**src/rtl/intpri_pkg.sv**
```systemverilog
package intpri_pkg;

   // Implementation choice for the lowest-set-bit encoder
   typedef enum logic {
      ENC_SCAN   = 1'b0,
      ENC_ONEHOT = 1'b1
   } enc_style_e;

   function automatic bit is_pow2(int unsigned n);
      return (n >= 2) && ((n & (n - 1)) == 0);
   endfunction

endpackage

```
**src/rtl/intpri_rotator.sv**
```systemverilog
// Rotates a vector so that bit p of the result is bit (p + base) mod N of the input.
module intpri_rotator #(
   parameter int unsigned N  = 8,
   parameter int unsigned IW = 3
) (
   input  logic [N-1:0]  vec_i,
   input  logic [IW-1:0] base_i,
   output logic [N-1:0]  rot_o
);
   logic [2*N-1:0] doubled;
   logic [2*N-1:0] shifted;

   assign doubled = {vec_i, vec_i};
   assign shifted = doubled >> base_i;
   assign rot_o   = shifted[N-1:0];
endmodule

```
**src/rtl/intpri_lowest.sv**
```systemverilog
// Index of the lowest set bit; N when the vector is empty.
module intpri_lowest #(
   parameter int unsigned            N     = 8,
   parameter int unsigned            LW    = 4,
   parameter intpri_pkg::enc_style_e STYLE = intpri_pkg::ENC_SCAN
) (
   input  logic [N-1:0]  vec_i,
   output logic [LW-1:0] lvl_o
);
   localparam logic [LW-1:0] NONE = LW'(N);

   generate
      if (STYLE == intpri_pkg::ENC_SCAN) begin : g_scan
         always_comb begin
            lvl_o = NONE;
            for (int i = N - 1; i >= 0; i--) begin
               if (vec_i[i]) lvl_o = LW'(i);
            end
         end
      end else begin : g_onehot
         logic [N-1:0]  iso;
         logic [LW-1:0] enc;
         assign iso = vec_i & (~vec_i + 1'b1);
         always_comb begin
            enc = '0;
            for (int i = 0; i < N; i++) begin
               if (iso[i]) enc = enc | LW'(i);
            end
         end
         assign lvl_o = (vec_i == '0) ? NONE : enc;
      end
   endgenerate
endmodule

```
**src/rtl/intpri_insvc_filter.sv**
```systemverilog
// Selects which in-service bits take part in the current-level search.
module intpri_insvc_filter #(
   parameter int unsigned N    = 8,
   parameter int unsigned CASC = 2
) (
   input  logic [N-1:0] insvc_i,
   input  logic [N-1:0] mask_i,
   input  logic         spec_mask_i,
   input  logic         spec_nest_i,
   input  logic         is_master_i,
   output logic [N-1:0] eff_o
);
   localparam logic [N-1:0] CASC_BIT = N'(1) << CASC;

   logic [N-1:0] keep_mask;
   logic [N-1:0] keep_casc;

   assign keep_mask = spec_mask_i ? ~mask_i : '1;
   assign keep_casc = (spec_nest_i && is_master_i) ? ~CASC_BIT : '1;
   assign eff_o     = insvc_i & keep_mask & keep_casc;
endmodule

```
**src/rtl/intpri_resolver.sv**
```systemverilog
module intpri_resolver #(
   parameter int unsigned            NUM_LINES    = 8,
   parameter int unsigned            CASCADE_LINE = 2,
   parameter intpri_pkg::enc_style_e ENC_STYLE    = intpri_pkg::ENC_SCAN,
   localparam int unsigned           IW           = $clog2(NUM_LINES),
   localparam int unsigned           LW           = IW + 1
) (
   input  logic [NUM_LINES-1:0] req_i,
   input  logic [NUM_LINES-1:0] mask_i,
   input  logic [NUM_LINES-1:0] insvc_i,
   input  logic [IW-1:0]        rot_base_i,
   input  logic                 spec_mask_i,
   input  logic                 spec_nest_i,
   input  logic                 is_master_i,
   output logic                 irq_valid_o,
   output logic [IW-1:0]        irq_line_o
);
   if (!intpri_pkg::is_pow2(NUM_LINES)) begin : g_bad_lines
      $error("NUM_LINES must be a power of two, at least 2");
   end
   if (CASCADE_LINE >= NUM_LINES) begin : g_bad_casc
      $error("CASCADE_LINE must be below NUM_LINES");
   end

   logic [NUM_LINES-1:0] cand;
   logic [NUM_LINES-1:0] cand_rot;
   logic [NUM_LINES-1:0] eff_isr;
   logic [NUM_LINES-1:0] isr_rot;
   logic [LW-1:0]        req_lvl;
   logic [LW-1:0]        cur_lvl;
   logic [IW-1:0]        line_sum;

   assign cand = req_i & ~mask_i;

   intpri_insvc_filter #(.N(NUM_LINES), .CASC(CASCADE_LINE)) u_filt (
      .insvc_i     (insvc_i),
      .mask_i      (mask_i),
      .spec_mask_i (spec_mask_i),
      .spec_nest_i (spec_nest_i),
      .is_master_i (is_master_i),
      .eff_o       (eff_isr)
   );

   intpri_rotator #(.N(NUM_LINES), .IW(IW)) u_rot_req (
      .vec_i (cand), .base_i (rot_base_i), .rot_o (cand_rot)
   );
   intpri_rotator #(.N(NUM_LINES), .IW(IW)) u_rot_isr (
      .vec_i (eff_isr), .base_i (rot_base_i), .rot_o (isr_rot)
   );

   intpri_lowest #(.N(NUM_LINES), .LW(LW), .STYLE(ENC_STYLE)) u_low_req (
      .vec_i (cand_rot), .lvl_o (req_lvl)
   );
   intpri_lowest #(.N(NUM_LINES), .LW(LW), .STYLE(ENC_STYLE)) u_low_isr (
      .vec_i (isr_rot), .lvl_o (cur_lvl)
   );

   // Sum wraps in IW bits, which is mod NUM_LINES for a power of two
   assign line_sum    = req_lvl[IW-1:0] + rot_base_i;
   assign irq_valid_o = (req_lvl < cur_lvl);
   assign irq_line_o  = irq_valid_o ? line_sum : '0;
endmodule

```
**config.mk**
```make
export PLATFORM = sky130hd
export DESIGN_NAME = intpri_resolver
export DESIGN_NICKNAME = d
export VERILOG_FILES = /design/src/rtl/intpri_pkg.sv /design/src/rtl/intpri_rotator.sv /design/src/rtl/intpri_lowest.sv /design/src/rtl/intpri_insvc_filter.sv /design/src/rtl/intpri_resolver.sv
export SDC_FILE = /design/constraint.sdc
export NUM_CORES = 1
export LEC_CHECK = 0
export ABC_AREA = 0
export BUFFER_PORTS_ARGS = -buffer_cell sky130_fd_sc_hd__buf_2
export CAP_MARGIN = 20
export CORE_MARGIN = 2
export CORE_UTILIZATION = 30
export DETAILED_ROUTE_END_ITERATION = 6
export SLEW_MARGIN = 5
export SYNTH_ARGS = -nofsm -noshare
export SYNTH_HDL_FRONTEND = slang
export SYNTH_SLANG_ARGS = --single-unit
```
**constraint.sdc**
```tcl
create_clock -name vclk -period 5.7
set_clock_uncertainty 0.15 [all_clocks]
set_input_delay 1.14 -clock vclk [all_inputs]
set_output_delay 1.14 -clock vclk [all_outputs]
set_load 0.05 [all_outputs]
```
==> impl_metrics.py, run 1 <==
metrics = {
    "placement": {
        "gp_congestion": 0.8949,
        "place.detailed.hpwl_mm": 2.630,
        "dp.cells": 224,
        "portBuffers": 34,
    },
    "setup_path": {
        "required_ps": 4410,
        "crit_family": "multiplexers",
        "crit_type": "in2out",
        "critPathBufInv": 2,
        "crit_chain": "buf_2 > mux2_2 > mux2_2 > mux2i_1 > nand2_1 > a311o_1 > ha_1 > a21o_1 > a21oi_1 > nor3b_2 > buf_2",
        "cp-start-kind": "input pin",
        "cp_num_cells": 11,
        "endpoint": "irq_line_o[2]",
        "worstPathArrival_ps": 4130,
        "crit_fanout": 24,
        "slowest_stage": "buf_2",
        "max_stage_delay_ps": 430,
        "startpoint": "rot_base_i[0]",
        "crit_path_end_kind": "primary output",
    },
    "sta": {
        "maxSlewViolCount": 0,
        "finalSetupViolCount": 0,
        "fin_setup_tns_ps": 0,
        "fmax_mhz": 184.4,
        "rsz0062_at_grt": "false",
        "tightest_slew_ps": 534.0,
        "hold_viol_final": 0,
        "min_period_ps": 5422,
        "maxSlewHeadroom": 0.6440,
        "fin_crit_sh": 0.9512,
    },
    "power": {
        "p_per_area_mw_per_mm2": 147.3,
        "ir_worst_vdd_uv": 79.48,
        "p_leak_nw": 0.6151,
    },
    "clocking": {
        "hold_buffers": 0,
        "post_cts_resized": 0,
        "cts_setup_buffers": 0,
    },
    "logic_synthesis": {
        "ys_seq_area_frac": 0,
        "netlist_area_sq_mm": 0.001254,
        "syn_nets": 178,
        "synth.area.top_cells": "mux4_2, mux2i_1, mux2_2, nand2b_1, nand2_1",
        "synth_cell_types": 54,
        "yosysTopAreaCell": "mux4_2",
        "netlist.area_leader.share": 0.2156,
        "syn_avg_cell_area_sq_um": 8.767,
        "syn_inst": 143,
        "yosysWarnings": 0,
    },
    "global_route": {
        "grtUsageTotal": 0.1431,
        "grt_max_degree": 26,
        "grt_pass1_wl_mm": 5.319,
        "grt_pass1_vias": 1135,
        "grt.overflow.total": 0,
        "antenna_found_initial": 0,
    },
    "final_layout": {
        "clock_buffers": 0,
        "seq_cells": 0,
        "diodes": 0,
        "multiInputGateArea_sq_mm": 0.001196,
        "synthToLayoutAreaGrowth_pct": 17.56,
        "final_cells": 224,
        "nFillCells": 419,
        "fin_nets": 211,
        "regArea_sq_um": 0,
        "layout-drive-gt1-share": 0.3793,
    },
    "routing": {
        "finalWirelength_mm": 3.116,
        "routedWlPerCell_microns": 13.91,
        "drt_drc_violations_left": 0,
        "antenna_left": 0,
        "initialDrtViolationCount": 60,
        "vias": 1262,
        "vias_per_cell": 5.634,
        "firstDrtPassIters": 4,
    },
    "floorplan": {
        "dieArea_sq_mm": 0.004712,
        "top_level_ports": 34,
        "row_count": 23,
        "start_util": 0.3134,
        "core-area_sq_mm": 0.004000,
        "die_h_microns": 68.65,
        "chipWidth_microns": 68.65,
    },
    "hold_path": {
        "hp-class": "in2out",
    },
    "run_status": {
        "status": "finished, final reports clean",
    },
    "run": {
        "cap_viol_max_count": 0,
    },
}
area by class of cell:
type	count	area share
repair buffers	38	0.1358
inverters	4	0.01019
well taps	50	0.04244
multi-input cells	132	0.8115
cells by family (layout without fill, tap and decap cells):
| family | count (synthesis) | after routing | synth area share |
|---|---|---|---|
| mux | 34 | 34 | 0.4132 |
| buf+inv | 11 | 42 | 0.04590 |
| simple gates | 51 | 51 | 0.2226 |
| fa+ha+maj | 5 | 5 | 0.05589 |
| xor+xnor | 2 | 2 | 0.01397 |
| compound gates | 40 | 40 | 0.2485 |
power by group:
part | switching [W] | total (W) | internal [W]
registers | 0 | 0 | 0
clock network | 0 | 0 | 0
logic | 0.000130 | 0.000217 | 0.0000873
layer usage:
layer / global-route usage / up-vias / share of wire
met5: 0 / - / 0
met4: 0.005000 / 0 / 0
met3: 0 / 0 / 0.065
met2: 0.2151 / 49 / 0.42
met1: 0.2371 / 578 / 0.52
li1: - / 635 / -
cells in the final DEF, fill, tap and decap left out, types with 3 or more instances in the layout:
| cell | Yosys | routed |
|---|---|---|
| nand3_1 | 3 | 3 |
| mux2_2 | 9 | 9 |
| a21boi_0 | 4 | 4 |
| buf_2 | 1 | 34 |
| ha_1 | 4 | 4 |
| nor2b_1 | 4 | 4 |
| a21boi_1 | 6 | 6 |
| nor2_1 | 9 | 9 |
| buf_4 | 2 | 4 |
| a21oi_1 | 3 | 3 |
| nand2b_1 | 9 | 9 |
| mux2i_1 | 12 | 12 |
| mux4_2 | 12 | 12 |
| nand2_1 | 14 | 14 |
worst min-delay path by stage:
| stage | startpoint | end | slack, ps | cells after the start |
|---|---|---|---|---|
| 2_1_floorplan | rot_base_i[0] | irq_line_o[0] | 2560 | 3 |
| 3_3_place_gp | rot_base_i[0] | irq_line_o[0] | 3050 | 5 |
| 3_5_place_dp | rot_base_i[0] | irq_line_o[0] | 3050 | 5 |
| 4_1_cts | rot_base_i[0] | irq_line_o[0] | 3050 | 5 |
| 5_1_grt | rot_base_i[1] | irq_line_o[1] | 3110 | 6 |
| 6_report | rot_base_i[1] | irq_line_o[1] | 3040 | 6 |
synthesized netlist by cell type (2+ instances only):
master	number
nand2_1	14
mux2i_1	12
mux4_2	12
mux2_2	9
nand2b_1	9
nor2_1	9
a21boi_1	6
a21boi_0	4
ha_1	4
nor2b_1	4
a21oi_1	3
nand3_1	3
a211oi_1	2
a21o_1	2
a22oi_1	2
a31oi_1	2
a32oi_1	2
buf_4	2
clkbuf_1	2
inv_1	2
nor3_1	2
nor3b_2	2
o211ai_1	2
xnor2_1	2
through the flow:
step	total power [W]	instance area, sq um	hold slack (ps)	setup WS [ps]	utilization
2_1_floorplan	0.0001712	1254	2562	438.7	-
6_report	0.0002171	1474	3038	278.3	0.3685
4_1_cts	0.0002191	1474	3048	257.6	0.3685
3_3_place_gp	0.0002172	1474	3051	321.7	0.3685
5_1_grt	0.0002402	1474	3108	45.95	0.3685
3_5_place_dp	0.0002177	1474	3046	274.2	0.3685
(Power assumes the default switching activity.)
==> run 2: changes to the inputs <==
--- a/config.mk
+++ b/config.mk
@@ -11,6 +11,7 @@
 export CORE_MARGIN = 2
 export CORE_UTILIZATION = 30
 export DETAILED_ROUTE_END_ITERATION = 6
+export PLACE_DENSITY = 0.59
 export SLEW_MARGIN = 5
 export SYNTH_ARGS = -nofsm -noshare
 export SYNTH_HDL_FRONTEND = slang
==> constraint.sdc (replaced) <==
create_clock -name vclk -period 4.5
set_clock_uncertainty 0.15 [all_clocks]
set_input_delay 0.9 -clock vclk [all_inputs]
set_output_delay 0.9 -clock vclk [all_outputs]
set_load 0.05 [all_outputs]
==> run 2 against run 1 <==
Clock-buffer cell count unchanged. Total power up 97%. Die area unchanged. Critical endpoint is now irq_line_o[1]. Largest power group unchanged. Sequential share of layout area unchanged. Combinational power up 97%. Via count up 15%. Utilization up 17 points. Hold slack worse by 540 ps. Critical path depth unchanged.
==> impl_metrics.py, run 2 (synthesized netlist as in run 1, its figures left out) <==
metrics = {
    "routing": {
        "firstDrtPassIters": 4,
        "vias_per_cell": 5.494,
        "drt_drc_violations_left": 0,
        "initialDrtViolationCount": 62,
        "vias": 1456,
        "routedWlPerCell_microns": 15.10,
        "finalWirelength_mm": 4.002,
        "antenna_left": 0,
    },
    "global_route": {
        "grt_max_degree": 15,
        "antenna_found_initial": 0,
        "grt_pass1_vias": 1378,
        "grtUsageTotal": 0.1689,
        "grt.overflow.total": 0,
        "grt_pass1_wl_mm": 6.237,
    },
    "sta": {
        "tightest_slew_ps": 341.8,
        "hold_ws_ps": 2503,
        "min_period_ps": 4472,
        "rsz0062_at_grt": "true",
        "finalSetupViolCount": 0,
        "fmax_mhz": 223.6,
        "hold_viol_final": 0,
        "maxSlewHeadroom": 0.7704,
        "fin_ws_ps": 28.24,
        "maxSlewViolCount": 0,
        "fin_crit_sh": 0.9937,
    },
    "final_layout": {
        "fin_nets": 252,
        "final_cells": 265,
        "layout-drive-gt1-share": 0.6744,
        "final_common_cell": "buf_4",
        "clock_buffers": 0,
        "nFillCells": 358,
        "regArea_sq_um": 0,
        "synthToLayoutAreaGrowth_pct": 71.56,
        "seq_cells": 0,
        "final_cell_area_sq_mm": 0.002151,
        "final_cell_mix": "buf_4, buf_2, mux4_2, nand2_1, buf_6",
        "diodes": 0,
    },
    "placement": {
        "place.detailed.hpwl_mm": 2.928,
        "dp_slack_ps": -222.9,
        "gp_congestion": 0.8503,
        "dp.cells": 251,
        "place_area_sq_mm": 0.001698,
        "portBuffers": 34,
    },
    "power": {
        "ir_worst_vdd_uv": 89.50,
        "p_sw_w": 0.0002115,
        "power_w": 0.0004267,
        "p_int_w": 0.0002152,
        "p_sw_frac": 0.4957,
        "p_per_area_mw_per_mm2": 198.4,
        "share_comb_of_total_power": 1.000,
        "p_leak_nw": 0.9344,
        "clkPwrFrac": 0,
        "power.share.sequential": 0,
    },
    "run_status": {
        "status": "finished, final reports clean",
    },
    "setup_path": {
        "worstPathArrival_ps": 3420,
        "crit_chain": "buf_2 > a21boi_2 > mux2_4 > mux2_4 > mux2i_2 > nand2_1 > or4b_4 > ha_4 > o2111a_2 > nor3b_4 > buf_6",
        "cp-start-kind": "input pin",
        "max_stage_delay_ps": 540,
        "crit_type": "in2out",
        "slowest_stage": "or4b_4",
        "crit_fanout": 4,
        "crit_family": "simple AND/OR/NAND/NOR gates",
        "cpMostUsedCell": "mux2_4",
        "crit_path_end_kind": "primary output",
        "critPathBufInv": 2,
        "required_ps": 3450,
    },
    "floorplan": {
        "core-area_sq_mm": 0.004000,
        "die_h_microns": 68.65,
        "start_util": 0.3134,
        "top_level_ports": 34,
        "row_count": 23,
        "chipWidth_microns": 68.65,
        "dieArea_sq_mm": 0.004712,
    },
    "clocking": {
        "hold_buffers": 0,
    },
    "hold_path": {
        "hp-class": "in2out",
    },
    "run": {
        "cap_viol_max_count": 0,
    },
}
[run 2: cell count changes in the layout (fill, tap and decap cells not counted), moves of 4 or more]
cell,previous run,this run
a21boi_0,4,0
a21boi_2,0,4
buf_2,34,23
buf_4,4,42
buf_6,0,12
mux2_2,9,5
mux2_4,0,4
mux2i_1,12,8
nand2b_1,9,5
nand2b_4,0,4
[run 2: cell type report]
type / instances / area [sq um] / area share
tap: 50 / 62.56 / 0.02909
inverter: 4 / 17.52 / 0.008144
timing repair buffer: 79 / 610.6 / 0.2839
multi-input combinational: 132 / 1460 / 0.6789
[run 2: path summary, 6_finish.rpt]
check	startpoint	endpoint	slack, ps	cells after the start
worst max-delay path	insvc_i[4]	irq_line_o[1]	30	11
worst min-delay path	rot_base_i[0]	irq_line_o[0]	2500	6
[run 2: through the flow]
stage,TNS [ps],utilization
floorplan,0,-
global placement,-829.0,0.4245
detailed placement,-735.0,0.4245
CTS,0,0.4667
global route,-246.6,0.5377
finish,0,0.5377
[run 2: power by group through the flow]
stage	clock network [W]	registers [W]	logic, W
after floorplan	0	0	0.000237
after global placement	0	0	0.000324
after detailed placement	0	0	0.000326
after CTS	0	0	0.000370
after global routing	0	0	0.000461
final	0	0	0.000427
[run 2: metal layers]
metal | vias to the layer above | routed length, microns | global-route usage
li1 | 723 | - | -
met1 | 714 | 1728 | 0.2233
met2 | 13 | 2199 | 0.3137
met3 | 6 | 19 | 0
met4 | 0 | 55 | 0.02500
met5 | - | 0 | 0
[run 2: what timing repair did]
| item | in CTS | in global routing |
|---|---|---|
| endpoints found under the setup margin | 4 | 4 |
| pin swaps | 3 | 12 |
| gates resized for setup | 30 | 48 |
| cloned | 0 | 1 |
| buffers inserted | 7 | 6 |
